--- config.mk ---
export PLATFORM = sky130hd
export DESIGN_NAME = gpio_irq_router
export DESIGN_NICKNAME = d
export VERILOG_FILES = /design/src/rtl/gpio_irq_router_pkg.sv /design/src/rtl/gpio_route_cfg.sv /design/src/rtl/gpio_bank_router.sv /design/src/rtl/gpio_irq_router.sv
export SDC_FILE = /design/constraint.sdc
export NUM_CORES = 1
export LEC_CHECK = 0
export ABC_AREA = 1
export BUFFER_PORTS_ARGS = -buffer_cell sky130_fd_sc_hd__buf_4
export CORE_UTILIZATION = 43
export CTS_CLUSTER_DIAMETER = 200
export DETAILED_ROUTE_END_ITERATION = 8
export PLACE_DENSITY_LB_ADDON = 0.25
export SLEW_MARGIN = 10
export SYNTH_ARGS = -nofsm -noshare
export SYNTH_HDL_FRONTEND = slang
export SYNTH_SLANG_ARGS = --single-unit
--- constraint.sdc ---
create_clock -name clk -period 1.2 [get_ports clk]
set_input_delay 0.36 -clock clk [delete_from_list [all_inputs] [get_ports clk]]
set_output_delay 0.36 -clock clk [all_outputs]
set_load 0.02 [all_outputs]
--- src/rtl/gpio_irq_router_pkg.sv ---
package gpio_irq_router_pkg;
  localparam int unsigned BANKS_DEF = 3;
  localparam int unsigned PINS_DEF  = 32;
  localparam int unsigned AW_DEF    = 4;
  localparam int unsigned WORD_W    = 32;
endpackage

--- src/rtl/gpio_route_cfg.sv ---
module gpio_route_cfg #(
  parameter int unsigned BANKS = gpio_irq_router_pkg::BANKS_DEF,
  parameter int unsigned PINS  = gpio_irq_router_pkg::PINS_DEF,
  parameter int unsigned AW    = gpio_irq_router_pkg::AW_DEF
) (
  input  logic                  clk,
  input  logic                  rst,
  input  logic                  we,
  input  logic [AW-1:0]         addr,
  input  logic [PINS-1:0]       wdata,
  output logic [BANKS*PINS-1:0] route_map
);
  localparam int unsigned IDX_W = AW - 2;

  logic [IDX_W-1:0] word_idx;
  assign word_idx = addr[AW-1:2];

  for (genvar b = 0; b < BANKS; b++) begin : g_word
    logic hit;
    assign hit = we && (word_idx == IDX_W'(b));
    always_ff @(posedge clk) begin
      if (rst)      route_map[b*PINS +: PINS] <= '0;
      else if (hit) route_map[b*PINS +: PINS] <= wdata;
    end
  end
endmodule

--- src/rtl/gpio_bank_router.sv ---
module gpio_bank_router #(
  parameter int unsigned PINS = gpio_irq_router_pkg::PINS_DEF
) (
  input  logic            clk,
  input  logic            rst,
  input  logic [PINS-1:0] req,
  input  logic [PINS-1:0] to_shared,
  output logic [PINS-1:0] direct_q,
  output logic            shared_q
);
  logic [PINS-1:0] direct_d;
  logic            shared_d;

  always_comb begin
    direct_d = req & ~to_shared;
    shared_d = |(req & to_shared);
  end

  always_ff @(posedge clk) begin
    if (rst) begin
      direct_q <= '0;
      shared_q <= 1'b0;
    end else begin
      direct_q <= direct_d;
      shared_q <= shared_d;
    end
  end
endmodule

--- src/rtl/gpio_irq_router.sv ---
module gpio_irq_router #(
  parameter int unsigned BANKS = gpio_irq_router_pkg::BANKS_DEF,
  parameter int unsigned PINS  = gpio_irq_router_pkg::PINS_DEF,
  parameter int unsigned AW    = gpio_irq_router_pkg::AW_DEF
) (
  input  logic                  clk,
  input  logic                  rst,
  input  logic                  cfg_we,
  input  logic [AW-1:0]         cfg_addr,
  input  logic [PINS-1:0]       cfg_wdata,
  input  logic [BANKS*PINS-1:0] irq_req,
  output logic [BANKS*PINS-1:0] direct_irq,
  output logic [BANKS-1:0]      shared_irq
);
  localparam int unsigned TOTAL = BANKS * PINS;

  logic [TOTAL-1:0] route_map;

  gpio_route_cfg #(.BANKS(BANKS), .PINS(PINS), .AW(AW)) u_cfg (
    .clk       (clk),
    .rst       (rst),
    .we        (cfg_we),
    .addr      (cfg_addr),
    .wdata     (cfg_wdata),
    .route_map (route_map)
  );

  for (genvar b = 0; b < BANKS; b++) begin : g_bank
    gpio_bank_router #(.PINS(PINS)) u_bank (
      .clk       (clk),
      .rst       (rst),
      .req       (irq_req[b*PINS +: PINS]),
      .to_shared (route_map[b*PINS +: PINS]),
      .direct_q  (direct_irq[b*PINS +: PINS]),
      .shared_q  (shared_irq[b])
    );
  end
endmodule

Yosys cells after proc, flatten, opt, wreduce, memory -nomap -nowiden
Cells that the tools add are included.

operators by class
  $lt $le $gt $ge = 0
  shift operators = 0
  reduce and logical (&&, ||, !) cells = 7
  add/sub/neg operators = 0
  mux-type cells = 0
  div/mod/pow operators = 0
  bitwise operators = 9
  multipliers = 0
  eq/ne operators = 2

operators with widths
  cell                                            number
  bitwise AND 32 bit                              6
  inverter 32 bit                                 3
  OR reduction 32 bit                             3
  logical AND 1 bit                               3
  == test 2 x 1 -> 1 bit (second input constant)  1
  == test 2 bit (second input constant)           1
  zero test 2 bit                                 1

word-level totals
  bits in writable memories = 0
  bits in latches = 0
  output and inout bits = 99
  flip-flop bits (word level) = 195
  memories = 0
  bits in read-only memories = 0

Longest topological paths before layout
  depth after elaboration = 2
  depth in mapped cells = 6

Cells and area by module
A second synthesis with hierarchy kept.

second synthesis, totals
  cell total of the unflattened synthesis = 1013
  area, all modules = 8109.0 um^2

by module, submodules not included
  module            instances  cells each  area an instance (um^2)
  gpio_route_cfg    1          617         4122.7
  gpio_bank_router  3          132         1328.8

Worst setup path before layout
Ideal clock, no wire load.

  path kind = input to register
  start = in rst
  end = reg u_cfg.route_map[25]
  slack = 0.091 ns
  required time = 1.068 ns
  path buffers = 3
  library setup time = 0.132 ns
  stages = 4
  arrival time = 0.977 ns
  path through = buf_2 > buf_2 > clkbuf_1 > a21oi_1

RTL lines
  element                        RTL line              text
  start, declared                gpio_irq_router.sv:7  input logic rst,
  end signal, assigned by index  gpio_route_cfg.sv:23  else if (hit) route_map[b*PINS +: PINS] <= wdata;
  end, declared                  gpio_route_cfg.sv:11  output logic [BANKS*PINS-1:0] route_map

No word-level cell between the ends.

Final worst setup path
  start = reg g_bank[2].u_bank.direct_q[16]
  end = out direct_irq[80]

RTL lines
  element                 RTL line                text
  start, declared         gpio_bank_router.sv:8   output logic [PINS-1:0] direct_q,
  start signal, assigned  gpio_bank_router.sv:24  direct_q <= direct_d;
  end, declared           gpio_irq_router.sv:12   output logic [BANKS*PINS-1:0] direct_irq,

No word-level cell between the ends.

==> flow_results.org <==
** Clock network
- Total CTS buffers :: 17
- Number of H-tree levels :: 4
- TritonCTS built the clock tree.
- The clock passes through at most 2 buffers.
- Library cell used as clock root buffer :: sky130_fd_sc_hd__clkbuf_16
- Buffers inserted to repair hold after CTS numbered 0.
- Clock-pin slew was measured on the worst setup and hold paths at 0.07 ns.
- The number of setup buffers added after CTS is 0.
- Clock latency on the worst-skew pair :: around 0.43 ns
- Counting every sink on the clock net gives 195.

** Timing
- Total Negative Setup Slacks :: -2.38 ns
- Setup violations remaining at the end of the flow were counted as 99.
- The hold violation total from the final report was 0.
- Post-route clock skew :: between 0.008 and 0.009 ns
- For this run, the top clock speed supported by timing is 0.809 GHz.
- Final clock period utilization by the worst path :: 1.03
- Time the worst path needs with I/O delays and setup :: 1.24 ns
- Setup repair after global routing could not meet its margin everywhere.
- Headroom to the max-slew limit came out at 0.848.
- For the pin with the worst max-slew slack, the measured transition is 0.227 ns.
- Post-route worst setup slack :: -0.0363 ns
- Hold WS :: about 0.2 ns
- Pins over their slew limit :: 0

** Power
- Switching Share :: 0.248
- In this run the power density over the cells is 1400 nW/um^2.
- Psw :: 3.46 mW
- Static Leak :: about 4.2 nW
- VDD sags by at most 1010 uV.
- Sequential share of power :: 0.503
- Of the total power, the clock network draws 0.364.
- Part of the power in combinational logic :: 0.133
- Internal power comes to approximately 10 mW.

** Setup path
- Sort of element at the start of the critical path :: register
- Endpoint required time on the critical path :: roughly 0.84 ns
- The startpoint identified for the worst register-to-register timing path is u_cfg.route_map[72].
- Chain of cells forming the critical path :: buf_6
- Worst setup path category :: register to primary output
- Highest fanout seen on the critical path :: 1
- Among cell families on the critical path, the largest total delay comes from flip-flops.
- Critical path launch point :: g_bank[2].u_bank.direct_q[16]
- Library cell contributing the largest single delay on the critical path :: sky130_fd_sc_hd__dfxtp_2
- Worst EP arrival :: approximately 0.88 ns
- STA classifies the critical path endpoint as a primary output.
- Biggest cell delay along the critical path :: 0.34 ns
- Worst Path Buf+Inv :: 1

** Logic synthesis
- Count of yosys warnings during synthesis :: 0
- The synthesized design contains 195 register bits.
- Area of the mapped netlist :: 6900 um^2
- Post-Synthesis Cells :: a little over 800
- Of the synthesized area, sequential elements account for 0.566.
- Netlist cell types :: 12
- When the netlist entered floorplanning its net count stood at 955.
- Syn_area_per_cell :: around 8.4 um^2

** Final layout
- Synth-to-layout area growth :: 44.2%
- 0 antenna diodes ended up in the layout.
- In the layout the commonest cells are 348 x sky130_fd_sc_hd__nand2_1, 145 x sky130_fd_sc_hd__buf_4, 100 x sky130_fd_sc_hd__buf_6, 99 x sky130_fd_sc_hd__a21oi_1, 99 x sky130_fd_sc_hd__dfxtp_2.
- The net count of the finished layout is 1188.
- The filler cells instantiated in the layout total roughly 1400.
- Of the cells placed in the final design, the portion with a size suffix greater than 1 is 0.367.
- The library cell used most frequently in the layout, excluding fill and tap cells, is sky130_fd_sc_hd__nand2_1.

** Run status
- Failing checks :: negative setup slack
- The flow ran to the end, but the final reports show violations.

** Die
- Measured along the x axis, the die boundary spans ~130 um.
- Placement row count :: 45
- The floorplan step defined a die boundary enclosing 16600 um^2.
- Chip Height :: 129 um
- During I/O placement, the number of pins put on the boundary was between 200 and 250.
- After floorplanning, the core was sized to cover 15400 um^2.
- For this configuration, the core starts out at a cell density of 0.447.

** Detailed routing
- Via count normalized by instance count :: about 4.8
- Routed WL :: ~19000 um
- For this run, design rule violations remaining after detail routing come to 0.
- Starting DRC count in detailed routing :: 411
- Count of TritonRoute iterations in the first routing pass :: 8
- Antenna-violating nets left :: 0
- Via count of the routed design :: 6065
- Wire per inst :: 14.8 um

** Global routing
- Antenna violations before repair :: 0
- Across every metal layer, demand over resource in global routing totals 0.231.
- Global routing finished with a remaining overflow of 0.
- Vias in the first global route :: around 5800
- Global-route wire length before repair :: 29000 um
- Pin count of the biggest net entering global routing :: 35

** Placement
- DP HPWL :: 13400 um
- The count of buffers added on input and output ports is 231.
- Last weighted congestion value of the routability-driven placer :: 0.847

** Flow run
- Count of maximum capacitance violations :: 0

** Min path
- Min-Delay Path Class :: input port to register
- Hold Startpoint :: irq_req[31]
flip-flops by register name, indices dropped and copies added, names as in the netlist:
register and cells:
g_bank.u_bank.direct_q 96, g_bank.u_bank.shared_q 3, u_cfg.route_map 96
cell families after synthesis:
family                 after synthesis  synth area share
AOI/OAI and AO/OA                   99            0.0718
buffers and inverters               46            0.0455
DFF                                195             0.566
and+or+nand+nor                    480             0.317
layout make-up:
type	instances	area (um^2)	share of cell area
clock buffer	22	454	0.0456
clock inverter	8	57.6	0.00578
inverter	3	11.3	0.00113
multi-input combinational	579	2680	0.269
sequential	195	4030	0.405
tap	211	264	0.0265
timing repair buffer	257	2450	0.247
cells in the mapped netlist:
| cell type | n | area share |
|---|---|---|
| sky130_fd_sc_hd__nor2_4 | 2 | 0.0033 |
| sky130_fd_sc_hd__inv_2 | 3 | 0.0016 |
| sky130_fd_sc_hd__nand2_2 | 3 | 0.0027 |
| sky130_fd_sc_hd__clkbuf_1 | 11 | 0.0060 |
| sky130_fd_sc_hd__nor3b_1 | 96 | 0.10 |
| sky130_fd_sc_hd__buf_6 | 15 | 0.024 |
| sky130_fd_sc_hd__a21oi_1 | 99 | 0.072 |
| sky130_fd_sc_hd__dfxtp_1 | 195 | 0.57 |
| sky130_fd_sc_hd__buf_4 | 3 | 0.0033 |
| sky130_fd_sc_hd__nand2_1 | 348 | 0.19 |
| sky130_fd_sc_hd__buf_2 | 14 | 0.010 |
| sky130_fd_sc_hd__nor2_1 | 31 | 0.017 |
power by group through the flow:
stage | logic, mW | clock network [mW] | registers, mW
after floorplan | 0.589 | 0 | 7.28
after global placement | 1.72 | 0 | 7.06
after detailed placement | 1.73 | 0 | 7.06
after CTS | 1.87 | 5.15 | 7.00
after global routing | 2.01 | 5.41 | 7.03
final | 1.86 | 5.06 | 7.00
timing repair:
action	in CTS	in global routing
setup endpoints to repair	99	99
pin swaps	0	0
endpoints found under the hold margin	0	0
gates resized for setup	196	2
through the flow:
stage                      util  setup WS, ns  area (um^2)  instances  power (mW)
after detailed placement  0.580       -0.0840         8940       1245        8.80
after global placement    0.580       -0.0321         8940       1245        8.78
after CTS                 0.645       -0.0521         9950       1275        14.0
after global routing      0.645       -0.0660         9950       1275        14.4
final                     0.645       -0.0363         9950       1275        13.9
after floorplan               -        0.0907         6900        820        7.87
worst paths after layout:
| path | to | slack [ns] | depth (start not counted) |
|---|---|---|---|
| setup / recovery | direct_irq[80] | -0.04 | 1 |
| hold / removal | g_bank[0].u_bank.direct_q[31] | 0.20 | 2 |
| setup reg to reg | g_bank[2].u_bank.shared_q | 0.14 | 6 |
| hold reg to reg | g_bank[2].u_bank.direct_q[26] | 0.44 | 1 |
routing by layer:
layer	share of wire	vias up	track usage
li1	-	3103	-
met1	0.46	2748	0.309
met2	0.46	193	0.366
met3	0.063	21	0.0528
met4	0.017	0	0.0830
met5	0	-	0
(Power assumes the default switching activity.)
